==> config.mk <==
export PLATFORM = sky130hd
export DESIGN_NAME = flash_page_prog
export DESIGN_NICKNAME = d
export VERILOG_FILES = /design/src/rtl/fpp_pkg.sv /design/src/rtl/fpp_dpath.sv /design/src/rtl/fpp_ctrl.sv /design/src/rtl/flash_page_prog.sv
export SDC_FILE = /design/constraint.sdc
export NUM_CORES = 2
export LEC_CHECK = 0
export BUFFER_PORTS_ARGS = -buffer_cell sky130_fd_sc_hd__buf_2
export CAP_MARGIN = 40
export CORE_MARGIN = 5
export CORE_UTILIZATION = 25
export CTS_BUF_LIST = sky130_fd_sc_hd__clkbuf_2
export DETAILED_ROUTE_END_ITERATION = 6
export RECOVER_POWER = 50
export SLEW_MARGIN = 20
export SYNTH_ARGS = -nofsm -noshare
export SYNTH_HDL_FRONTEND = slang
export SYNTH_SLANG_ARGS = --single-unit
==> constraint.sdc <==
create_clock -name clk -period 6.78 [get_ports clk]
set_input_delay 1.356 -clock clk [delete_from_list [all_inputs] [get_ports clk]]
set_output_delay 1.356 -clock clk [all_outputs]
set_load 0.005 [all_outputs]
==> src/rtl/fpp_pkg.sv <==
package fpp_pkg;

  typedef enum logic [1:0] {CMD_ID_ENTER, CMD_ID_EXIT, CMD_UNLOCK} cmdKind_t;
  typedef enum logic [2:0] {BUS_CMD, BUS_ID, BUS_LOAD, BUS_POLL, BUS_VER} busSel_t;

  typedef struct packed {
    logic     ldStart;
    logic     ldCode;
    logic     setBase;
    logic     takeByte;
    logic     incOff;
    logic     clrOff;
    logic     nextPage;
    logic     wdClr;
    logic     wdRun;
    logic     latchErr;
    busSel_t  busSel;
    cmdKind_t cmdKind;
    logic [1:0] cmdIdx;
  } strobe_t;

  // log2 of the page size for a device code, 0 for an unknown code
  function automatic logic [3:0] sizeLog2(input logic [7:0] code);
    case (code)
      8'hDC, 8'hBC:                             return 4'd6;
      8'h5D, 8'h3D, 8'hD5, 8'h35, 8'h25, 8'h26: return 4'd7;
      8'hDA, 8'hBA:                             return 4'd8;
      8'hA4, 8'hC4:                             return 4'd9;
      default:                                  return 4'd0;
    endcase
  endfunction

  function automatic logic [15:0] cmdAddr(input logic [1:0] idx);
    return (idx == 2'd1) ? 16'h2AAA : 16'h5555;
  endfunction

  function automatic logic [7:0] cmdData(input cmdKind_t kind, input logic [1:0] idx);
    if (idx == 2'd0) return 8'hAA;
    if (idx == 2'd1) return 8'h55;
    case (kind)
      CMD_ID_ENTER: return 8'h90;
      CMD_ID_EXIT:  return 8'hF0;
      default:      return 8'hA0;
    endcase
  endfunction

endpackage

==> src/rtl/fpp_dpath.sv <==
module fpp_dpath
  import fpp_pkg::*;
#(
  parameter int ADDR_W   = 17,
  parameter int CNT_W    = 8,
  parameter int MAX_PAGE = 512,
  parameter int WDOG_CYC = 4000
) (
  input  logic              clk,
  input  logic              rstN,
  input  strobe_t           stb,
  input  logic [ADDR_W-1:0] startAddr,
  input  logic [CNT_W-1:0]  pageCnt,
  input  logic [7:0]        srcData,
  input  logic [7:0]        flDin,
  output logic [ADDR_W-1:0] flAddr,
  output logic [7:0]        flDout,
  output logic              codeOk,
  output logic              lastOff,
  output logic              lastPage,
  output logic              pollMatch,
  output logic              verMatch,
  output logic              wdExpired,
  output logic [ADDR_W-1:0] errAddr
);

  localparam int OFF_W = $clog2(MAX_PAGE);
  localparam int WD_W  = $clog2(WDOG_CYC + 1);

  logic [ADDR_W-1:0] startReg, base, curAddr;
  logic [CNT_W-1:0]  pagesLeft;
  logic [3:0]        sizeLog;
  logic [OFF_W-1:0]  off;
  logic [OFF_W:0]    pageLen, pageMask;
  logic [7:0]        wrData;
  logic [7:0]        pageBuf [MAX_PAGE];
  logic [WD_W-1:0]   wdCnt;

  assign pageLen   = (OFF_W+1)'(1) << sizeLog;
  assign pageMask  = pageLen - 1'b1;
  assign codeOk    = (sizeLog != 4'd0) && (int'(sizeLog) <= OFF_W);
  assign lastOff   = ({1'b0, off} == pageMask);
  assign lastPage  = (pagesLeft == CNT_W'(1));
  assign curAddr   = base + ADDR_W'(off);
  assign pollMatch = (flDin == wrData);
  assign verMatch  = (flDin == pageBuf[off]);
  assign wdExpired = (wdCnt >= WD_W'(WDOG_CYC));

  always_comb begin
    case (stb.busSel)
      BUS_CMD: flAddr = ADDR_W'(cmdAddr(stb.cmdIdx));
      BUS_ID:  flAddr = ADDR_W'(1);
      default: flAddr = curAddr;
    endcase
    flDout = (stb.busSel == BUS_CMD) ? cmdData(stb.cmdKind, stb.cmdIdx) : wrData;
  end

  always_ff @(posedge clk or negedge rstN) begin
    if (!rstN) begin
      startReg  <= '0;
      base      <= '0;
      pagesLeft <= '0;
      sizeLog   <= '0;
      off       <= '0;
      wrData    <= '0;
      wdCnt     <= '0;
      errAddr   <= '0;
    end else begin
      if (stb.ldStart) begin
        startReg  <= startAddr;
        pagesLeft <= (pageCnt == '0) ? CNT_W'(1) : pageCnt;
        sizeLog   <= '0;
        off       <= '0;
      end
      if (stb.ldCode)   sizeLog <= sizeLog2(flDin);
      if (stb.setBase) begin
        base <= startReg & ~ADDR_W'(pageMask);
        off  <= '0;
      end
      if (stb.nextPage) begin
        base      <= base + ADDR_W'(pageLen);
        off       <= '0;
        pagesLeft <= pagesLeft - 1'b1;
      end
      if (stb.clrOff)   off <= '0;
      if (stb.incOff)   off <= off + 1'b1;
      if (stb.takeByte) wrData <= srcData;
      if (stb.wdClr)    wdCnt <= '0;
      else if (stb.wdRun && !wdExpired) wdCnt <= wdCnt + 1'b1;
      if (stb.latchErr) errAddr <= curAddr;
    end
  end

  // local copy of the page for read-back compare
  always_ff @(posedge clk) begin
    if (stb.takeByte) pageBuf[off] <= srcData;
  end

  // the byte offset never leaves the decoded page
  assert_off_in_page_R4: assert property (@(posedge clk) disable iff (!rstN)
    codeOk |-> ({1'b0, off} <= pageMask));

  // the watchdog count saturates at its limit
  assert_wdog_bounded_R8: assert property (@(posedge clk) disable iff (!rstN)
    wdCnt <= WD_W'(WDOG_CYC));

endmodule

==> src/rtl/fpp_ctrl.sv <==
module fpp_ctrl
  import fpp_pkg::*;
#(
  parameter int WE_CYC  = 4,
  parameter int RD_CYC  = 2,
  parameter int TWC_CYC = 64
) (
  input  logic    clk,
  input  logic    rstN,
  input  logic    startReq,
  input  logic    verifyEn,
  input  logic    srcValid,
  input  logic    codeOk,
  input  logic    lastOff,
  input  logic    lastPage,
  input  logic    pollMatch,
  input  logic    verMatch,
  input  logic    wdExpired,
  output strobe_t stb,
  output logic    srcReady,
  output logic    flCeN,
  output logic    flOeN,
  output logic    flWeN,
  output logic    flDoe,
  output logic    busy,
  output logic    done,
  output logic    error,
  output logic    timeout
);

  localparam int TMAX = (TWC_CYC > WE_CYC + 2) ? ((TWC_CYC > RD_CYC) ? TWC_CYC : RD_CYC)
                                               : ((WE_CYC + 2 > RD_CYC) ? WE_CYC + 2 : RD_CYC);
  localparam int TM_W = $clog2(TMAX + 1);
  localparam logic [TM_W-1:0] WR_LAST  = TM_W'(WE_CYC + 1);
  localparam logic [TM_W-1:0] WE_END   = TM_W'(WE_CYC);
  localparam logic [TM_W-1:0] RD_LAST  = TM_W'(RD_CYC - 1);
  localparam logic [TM_W-1:0] TWC_LAST = TM_W'(TWC_CYC - 1);

  typedef enum logic [3:0] {
    S_IDLE, S_CMD, S_TWC, S_IDRD, S_DECODE, S_LOAD, S_POLLCK, S_POLLRD, S_VERRD, S_NEXT
  } state_t;

  state_t     state, stateN;
  logic [TM_W-1:0] tmr, tmrN;
  cmdKind_t   kind, kindN;
  logic [1:0] idx, idxN;
  logic       verReg, verN, doneN, errN, tmoN;
  logic       wrPhase, rdPhase;
  logic [TM_W-1:0] weLowCnt;

  assign wrPhase  = (state == S_CMD) || (state == S_LOAD);
  assign rdPhase  = (state == S_IDRD) || (state == S_POLLRD) || (state == S_VERRD);
  assign flCeN    = !((wrPhase && tmr != '0) || rdPhase);
  assign flWeN    = !(wrPhase && tmr != '0 && tmr <= WE_END);
  assign flOeN    = !rdPhase;
  assign flDoe    = wrPhase;
  assign srcReady = (state == S_LOAD) && (tmr == '0);
  assign busy     = (state != S_IDLE);

  always_comb begin
    stb         = '0;
    stb.cmdKind = kind;
    stb.cmdIdx  = idx;
    case (state)
      S_CMD:              stb.busSel = BUS_CMD;
      S_IDRD:             stb.busSel = BUS_ID;
      S_POLLCK, S_POLLRD: stb.busSel = BUS_POLL;
      S_VERRD:            stb.busSel = BUS_VER;
      default:            stb.busSel = BUS_LOAD;
    endcase
    stateN = state;
    tmrN   = tmr + 1'b1;
    kindN  = kind;
    idxN   = idx;
    verN   = verReg;
    doneN  = done;
    errN   = error;
    tmoN   = timeout;
    case (state)
      S_IDLE: begin
        tmrN = '0;
        if (startReq) begin
          stb.ldStart = 1'b1;
          stateN = S_CMD;
          kindN  = CMD_ID_ENTER;
          idxN   = 2'd0;
          verN   = verifyEn;
          doneN  = 1'b0;
          errN   = 1'b0;
          tmoN   = 1'b0;
        end
      end
      S_CMD: if (tmr == WR_LAST) begin
        tmrN = '0;
        if (idx == 2'd2) begin
          idxN   = 2'd0;
          stateN = (kind == CMD_UNLOCK) ? S_LOAD : S_TWC;
        end else begin
          idxN = idx + 1'b1;
        end
      end
      S_TWC: if (tmr == TWC_LAST) begin
        tmrN   = '0;
        stateN = (kind == CMD_ID_ENTER) ? S_IDRD : S_DECODE;
      end
      S_IDRD: if (tmr == RD_LAST) begin
        tmrN       = '0;
        stb.ldCode = 1'b1;
        stateN     = S_CMD;
        kindN      = CMD_ID_EXIT;
      end
      S_DECODE: begin
        tmrN = '0;
        if (codeOk) begin
          stb.setBase = 1'b1;
          stateN = S_CMD;
          kindN  = CMD_UNLOCK;
        end else begin
          errN   = 1'b1;
          doneN  = 1'b1;
          stateN = S_IDLE;
        end
      end
      S_LOAD: begin
        if (tmr == '0) begin
          tmrN         = srcValid ? TM_W'(1) : '0;
          stb.takeByte = srcValid;
        end else if (tmr == WR_LAST) begin
          tmrN = '0;
          if (lastOff) begin
            stb.wdClr = 1'b1;
            stateN    = S_POLLCK;
          end else begin
            stb.incOff = 1'b1;
          end
        end
      end
      S_POLLCK: begin
        tmrN      = '0;
        stb.wdRun = 1'b1;
        if (wdExpired) begin
          tmoN   = 1'b1;
          doneN  = 1'b1;
          stateN = S_IDLE;
        end else begin
          stateN = S_POLLRD;
        end
      end
      S_POLLRD: begin
        stb.wdRun = 1'b1;
        if (tmr == RD_LAST) begin
          tmrN = '0;
          if (!pollMatch)  stateN = S_POLLCK;
          else if (verReg) begin
            stb.clrOff = 1'b1;
            stateN = S_VERRD;
          end else         stateN = S_NEXT;
        end
      end
      S_VERRD: if (tmr == RD_LAST) begin
        tmrN = '0;
        if (!verMatch) begin
          stb.latchErr = 1'b1;
          errN   = 1'b1;
          doneN  = 1'b1;
          stateN = S_IDLE;
        end else if (lastOff) begin
          stateN = S_NEXT;
        end else begin
          stb.incOff = 1'b1;
        end
      end
      S_NEXT: begin
        tmrN = '0;
        if (lastPage) begin
          doneN  = 1'b1;
          stateN = S_IDLE;
        end else begin
          stb.nextPage = 1'b1;
          stateN = S_CMD;
          kindN  = CMD_UNLOCK;
        end
      end
      default: stateN = S_IDLE;
    endcase
  end

  always_ff @(posedge clk or negedge rstN) begin
    if (!rstN) begin
      state    <= S_IDLE;
      tmr      <= '0;
      kind     <= CMD_ID_ENTER;
      idx      <= '0;
      verReg   <= 1'b0;
      done     <= 1'b0;
      error    <= 1'b0;
      timeout  <= 1'b0;
      weLowCnt <= '0;
    end else begin
      state    <= stateN;
      tmr      <= tmrN;
      kind     <= kindN;
      idx      <= idxN;
      verReg   <= verN;
      done     <= doneN;
      error    <= errN;
      timeout  <= tmoN;
      weLowCnt <= flWeN ? '0 : weLowCnt + 1'b1;
    end
  end

  // write enable low only with chip enable low and output enable high
  assert_we_qualified_R5: assert property (@(posedge clk) disable iff (!rstN)
    !flWeN |-> (!flCeN && flOeN));

  // every write pulse lasts exactly WE_CYC clocks
  assert_we_width_R5: assert property (@(posedge clk) disable iff (!rstN)
    $rose(flWeN) |-> (weLowCnt == WE_END));

  // a timeout is only flagged once the watchdog has run out
  assert_timeout_cause_R8: assert property (@(posedge clk) disable iff (!rstN)
    $rose(timeout) |-> $past(wdExpired));

  // a failure flag leaves the bus quiet and the sequencer idle
  assert_fail_quiet_R9: assert property (@(posedge clk) disable iff (!rstN)
    (error || timeout) |-> (!busy && flWeN));

  // done is only shown when idle
  assert_done_idle_R11: assert property (@(posedge clk) disable iff (!rstN)
    done |-> !busy);

endmodule

==> src/rtl/flash_page_prog.sv <==
module flash_page_prog
  import fpp_pkg::*;
#(
  parameter int ADDR_W   = 17,
  parameter int CNT_W    = 8,
  parameter int MAX_PAGE = 512,
  parameter int WE_CYC   = 4,
  parameter int RD_CYC   = 2,
  parameter int TWC_CYC  = 64,
  parameter int WDOG_CYC = 4000
) (
  input  logic              clk,
  input  logic              rstN,
  input  logic              startReq,
  input  logic [ADDR_W-1:0] startAddr,
  input  logic [CNT_W-1:0]  pageCnt,
  input  logic              verifyEn,
  input  logic              srcValid,
  input  logic [7:0]        srcData,
  output logic              srcReady,
  output logic [ADDR_W-1:0] flAddr,
  output logic [7:0]        flDout,
  output logic              flDoe,
  input  logic [7:0]        flDin,
  output logic              flCeN,
  output logic              flOeN,
  output logic              flWeN,
  output logic              busy,
  output logic              done,
  output logic              error,
  output logic              timeout,
  output logic [ADDR_W-1:0] errAddr
);

  strobe_t stb;
  logic codeOk, lastOff, lastPage, pollMatch, verMatch, wdExpired;

  fpp_ctrl #(.WE_CYC(WE_CYC), .RD_CYC(RD_CYC), .TWC_CYC(TWC_CYC)) ctrl_i (
    .clk(clk), .rstN(rstN), .startReq(startReq), .verifyEn(verifyEn),
    .srcValid(srcValid), .codeOk(codeOk), .lastOff(lastOff), .lastPage(lastPage),
    .pollMatch(pollMatch), .verMatch(verMatch), .wdExpired(wdExpired),
    .stb(stb), .srcReady(srcReady), .flCeN(flCeN), .flOeN(flOeN), .flWeN(flWeN),
    .flDoe(flDoe), .busy(busy), .done(done), .error(error), .timeout(timeout)
  );

  fpp_dpath #(.ADDR_W(ADDR_W), .CNT_W(CNT_W), .MAX_PAGE(MAX_PAGE), .WDOG_CYC(WDOG_CYC)) dpath_i (
    .clk(clk), .rstN(rstN), .stb(stb), .startAddr(startAddr), .pageCnt(pageCnt),
    .srcData(srcData), .flDin(flDin), .flAddr(flAddr), .flDout(flDout),
    .codeOk(codeOk), .lastOff(lastOff), .lastPage(lastPage), .pollMatch(pollMatch),
    .verMatch(verMatch), .wdExpired(wdExpired), .errAddr(errAddr)
  );

endmodule

# Word-level counts from Yosys, hierarchy flattened
# Memory sizes are Yosys's and may differ from the RTL's.
# Index checks and enable logic that the tools add are counted.
# word_totals
ff_bits	111
latchBits	0
ram_bits	4096
mem_bits_ro	0
input_bits	46
out_inout_bits	51
elab_cells	227
n_memories	1
# memory_table
memory	depth	word_bits	rd	rd_clocked_by_memory_dff	write_ports	line	source
dpath_i.pageBuf	512	8	1	0	1	fpp_dpath.sv:36	logic [7:0] pageBuf [MAX_PAGE];
# classes
add_sub_neg	8
mul	0
div_mod_pow	0
order_cmp	3
n_eq_ne	50
shifts	1
muxes	100
n_bitwise	2
n_reduce_logical	46
# ops
operator	n
$mux 8	8
$mux 4	15
$eq 8x8->1 const B	7
$mux 9	5
$mux 1	42
$pmux 4 s10	1
$pmux 7 s5	1
$mux 17	2
$pmux 17 s2	1
$eq 8x6->1 const B	4
$mux 7	4
$mux 12	2
$ne 2x2->1 const B	12
$add 17x10->17	1
$add 17x9->17	1
$and 17x17->17	1
$not 10->17	1
$eq 4x3->1 const B	4
$eq 8x8->1	2
$pmux 4 s4	1
$mux 15	1
$pmux 7 s2	1
$add 12x1->12 const B	1
$ge 12x12->1 const B	1
other kinds (52)	91

# Logic depth before layout (Yosys ltp)
# depth
depth_word	8
depth_mapped	21
mapped_depth_nobuf	16

# Hierarchy
# A second synthesis with hierarchy kept.
# unflattened
cells_unflattened	8531
hier_area_um2	166473.4
# by_module_without_submodules
mod	instances	cells_per_inst	area_each_um2	seq_area_each_um2
fpp_dpath	1	8355	164926.9	125275.1
fpp_ctrl	1	176	1546.5	475.5

# Least setup slack after synthesis
# Ideal clock, no wire load.
# synth_path
path_type	register to output
from	reg dpath_i.off[1]
to	out flAddr[14]
arrival_ps	4001
required_time_ps	5424
path_slack_ps	1423
stages_incl_launch_ff	22
n_path_buf	7
path_cell_list	dfrtp_1 buf_6 buf_4 buf_4 buf_2 buf_2 buf_2 buf_2 inv_1 fa_1 nor2b_1 o21ai_0 a21boi_0 o21ai_0 a21boi_0 o21ai_0 a21boi_0 o21ai_0 or2_2 nor2_1 xnor2_1 o21ai_0
# synth_via
elab_chain_cells	2
# synth_lines
element	line	source
start: declaration	fpp_dpath.sv:33	logic [OFF_W-1:0] off;
start signal: assignment	fpp_dpath.sv:86	if (stb.incOff) off <= off + 1'b1;
$add 17x9->17	fpp_dpath.sv:44	assign curAddr = base + ADDR_W'(off);
$pmux 17 s2	fpp_dpath.sv:50	case (stb.busSel)
end: declaration	flash_page_prog.sv:21	output logic [ADDR_W-1:0] flAddr,
# No other way between the ends.

# Worst setup path in the final report
# layout_path
from	in srcData[6]
to	mem dpath_i.pageBuf[456][6] (data pin)
# layout_lines
element	line	source
start: declaration	flash_page_prog.sv:19	input logic [7:0] srcData,
end: declaration	fpp_dpath.sv:36	
# Straight into the memory's write port.

==> flow_metrics.env <==
export IMPL_gp_congestion=0.905
export IMPL_grt_max_degree=215
export IMPL_violations="max-capacitance violations, max-slew violations, negative setup slack"
export IMPL_synthCells=8541
export IMPL_setup_worst_path_start="srcData[6]"
export IMPL_finalPower_uw=47600
export IMPL_setup_violations_final=9
export IMPL_die_area_um2=680000
export IMPL_end_kind="flip-flop"
export IMPL_vias_per_cell=4.82
export IMPL_status="finished, violations left"
export IMPL_rr_worst_depth=19
export IMPL_ys_async_sr_fraction_pct=2.59
export IMPL_wl_per_cell_um=25.7
export IMPL_area_growth_pct=15.6
export IMPL_avgSynthCellArea_um2=19.4
export IMPL_rows=299
export IMPL_final_cell_area_um2=192000
export IMPL_rsz0062_at_grt="yes"
export IMPL_fill_cells=65600
export IMPL_grt_pass1_vias=93500
export IMPL_yosysMostFrequentCell="edfxtp_1"
export IMPL_layout_drive_gt1_share_pct=30.9
export IMPL_worstPathArrival_ps=8350
export IMPL_final_nets=10200
export IMPL_ir_drop_v=0.000157
export IMPL_detail_route_antenna_nets=0
export IMPL_post_place_ws_ps=258
export IMPL_syn_area_um2=166000
export IMPL_pwr_share_seq_pct=60.9
export IMPL_io_pins=97
export IMPL_cts_sinks=4205
export IMPL_core_area_um2=663000
export IMPL_rr_startpoint="dpath_i.off[0]"
export IMPL_synth_edff_count=4096
export IMPL_start_kind="primary input"
export IMPL_final_period_utilization_pct=100
export IMPL_min_path_type="in2reg"
export IMPL_cap_violations=30
export IMPL_dr_pass1_iters=6
export IMPL_grt_pass1_wl_mm=705
export IMPL_setup_worst_path_end="dpath_i.pageBuf[456][6]"
export IMPL_hold_viol=0
export IMPL_ys_top_cells_by_count="edfxtp_1, mux4_2, nor2_1"
export IMPL_port_buffer_count=95
export IMPL_leakage_uw=0.0598
export IMPL_max_slew_worst_pin_slew_ps=5790
export IMPL_worst_skew_pair_late_latency_ps=2310
export IMPL_cts_tree="yes"
export IMPL_cts_max_level=7
export IMPL_r2r_end="ctrl_i.state[3]"
export IMPL_crit_required_ps=8340
export IMPL_route_vias_total=94500
export IMPL_setup_ws_ps=-15.3
export IMPL_yosysWarnings=0
export IMPL_wirelength_mm=503
export IMPL_swShare_pct=24.4
export IMPL_powerDensity_nw_per_um2=248
export IMPL_switchingPower_uw=11600
export IMPL_synth_area_leader_cell="edfxtp_1"
export IMPL_synthFlopType="edfxtp_1"
export IMPL_antenna_found_initial=29
export IMPL_period_minus_slack_ps=6800
export IMPL_r2r_slack_ps=230
export IMPL_max_slew_margin_pct=-286
export IMPL_die_x_um=825
export IMPL_die_h_um=825
export IMPL_skew_ps=174
export IMPL_yosysSeqAreaShare_pct=75.7
export IMPL_clkPwrFrac_pct=34.7
export IMPL_cts_buffers=1107
export IMPL_slew_viol_final=2961
export IMPL_start_util_pct=25.1
export IMPL_cts_root_buf="clkbuf_2"
export IMPL_p_int_uw=36000
export IMPL_track_usage_pct=14.4
export IMPL_pwr_share_comb_pct=4.4
export IMPL_synth_area_leaders="edfxtp_1, mux4_2, mux2i_1"
export IMPL_synth_seq_cells=4205
export IMPL_dpl_hpwl_mm=315
export IMPL_yosysUniqueCellTypes=91
export IMPL_placed_area_um2=181000
export IMPL_cts_max_path_buffers=5
export IMPL_yosysTopAreaCellShare_pct=74.1
export IMPL_crit_fanout=127
export IMPL_worst_setup_path_type="in2reg"
export IMPL_drt_iter0_markers=12300
export IMPL_cts_reportedPaths_clkPinSlew_ps=100
export IMPL_route_detailed_drc=0
export IMPL_hold_start="startReq"
export IMPL_grt_overflow=0
export IMPL_max_freq_mhz=147
[cells in the final DEF, fill, tap and decap left out, types with 26 or more instances in the layout]
cell / synthesis / routed
nor4_1: 34 / 34
clkinv_1: 1 / 143
diode_2: 0 / 31
ha_1: 30 / 29
nor3_1: 56 / 51
buf_2: 168 / 92
o22ai_1: 57 / 57
mux2_2: 33 / 33
and3_1: 27 / 26
inv_1: 48 / 45
nor2_1: 642 / 635
clkbuf_2: 1 / 1549
a221oi_1: 94 / 94
a31oi_1: 82 / 81
nand4_1: 53 / 53
nand2_1: 318 / 302
a22oi_1: 240 / 240
mux4_2: 780 / 780
mux2i_1: 528 / 528
buf_4: 58 / 597
a21oi_1: 115 / 110
o21ai_0: 86 / 77
dlygate4sd3_1: 0 / 142
dfrtp_1: 109 / 104
buf_12: 4 / 75
nand3_1: 142 / 142
a22o_1: 53 / 53
edfxtp_1: 4096 / 4096
[worst max-delay path: stages]
cell           delay, ps
dlygate4sd3_1        620
clkbuf_1            3650
clkbuf_2            2330
[metrics by stage]
stage	cells	utilization [%]	setup TNS (ps)	hold WS (ps)
global placement	17500	27.1	0	474
global route	19600	29.0	-514	184
floorplan	8544	-	0	437
finish	19600	29.0	-68.9	387
CTS	19500	28.9	0	8.62
detailed placement	17600	27.3	0	466
[layer usage]
layer	up-vias	routed length, µm	GRT usage (%)
met1	49400	201000	19.3
met2	5573	232000	22.3
met4	4	15800	5.19
met3	782	54700	4.29
li1	38700	-	-
met5	-	21	0
[how the worst min path moves through the flow]
stage / endpoint / slack [ps] / cells past startpoint
2_1_floorplan: dpath_i.startReg[1] / 440 / 2
3_3_place_gp: dpath_i.startReg[13] / 470 / 2
3_5_place_dp: dpath_i.startReg[1] / 470 / 2
4_1_cts: dpath_i.pageBuf[316][1] / 9 / 2
5_1_grt: ctrl_i.kind[1] / 180 / 8
6_report: ctrl_i.kind[1] / 390 / 8
[registers in the layout, indices dropped and copies added, names as in the netlist]
name / count
dpath_i.sizeLog: 3
ctrl_i.error: 1
dpath_i.wdCnt: 12
ctrl_i.state: 4
ctrl_i.idx: 2
ctrl_i.tmr: 7
dpath_i.startReg: 16
dpath_i.errAddr: 17
dpath_i.off: 9
dpath_i.wrData: 8
ctrl_i.done: 1
dpath_i.pageBuf: 4096
ctrl_i.verReg: 1
dpath_i.pagesLeft: 8
ctrl_i.kind: 2
ctrl_i.timeout: 1
dpath_i.base: 17
[cell type report]
type	instances	area [µm²]	share of cell area (%)
Sequential cell	4205	126000	65.5
Tap cell	8879	11100	5.79
Clock buffer	1538	7700	4.01
Timing Repair Buffer	967	8410	4.38
Clock inverter	195	1110	0.580
Multi-Input combinational cell	3749	37500	19.6
Antenna cell	31	77.6	0.0404
Inverter	50	199	0.104
[cell families after synthesis]
family | share of synthesized area, %
compound gates | 3.98
other cells | 0.00226
simple gates | 3.82
mux | 14.1
flops | 75.7
fa+ha+maj | 0.250
buf+inv | 1.90
xor+xnor | 0.243
[what timing repair did]
item                                   4_1_cts  5_1_grt
endpoints found under the hold margin     4031        0
pin swaps                                   14       10
hold buffers                               145        0
resized for setup                           28        9
setup endpoints to repair                   15       11
cloned                                       2        0
setup buffers                               19        5
[power groups by stage]
stage	Combinational (µW)	Clock, µW	Sequential [µW]
final	2090	16500	29000
after global routing	2270	18400	29000
after CTS	2100	16900	28900
after detailed placement	1880	0	29500
after global placement	1840	0	29500
after floorplan	956	0	29400
No activity file was read; power rests on OpenSTA's default activity.
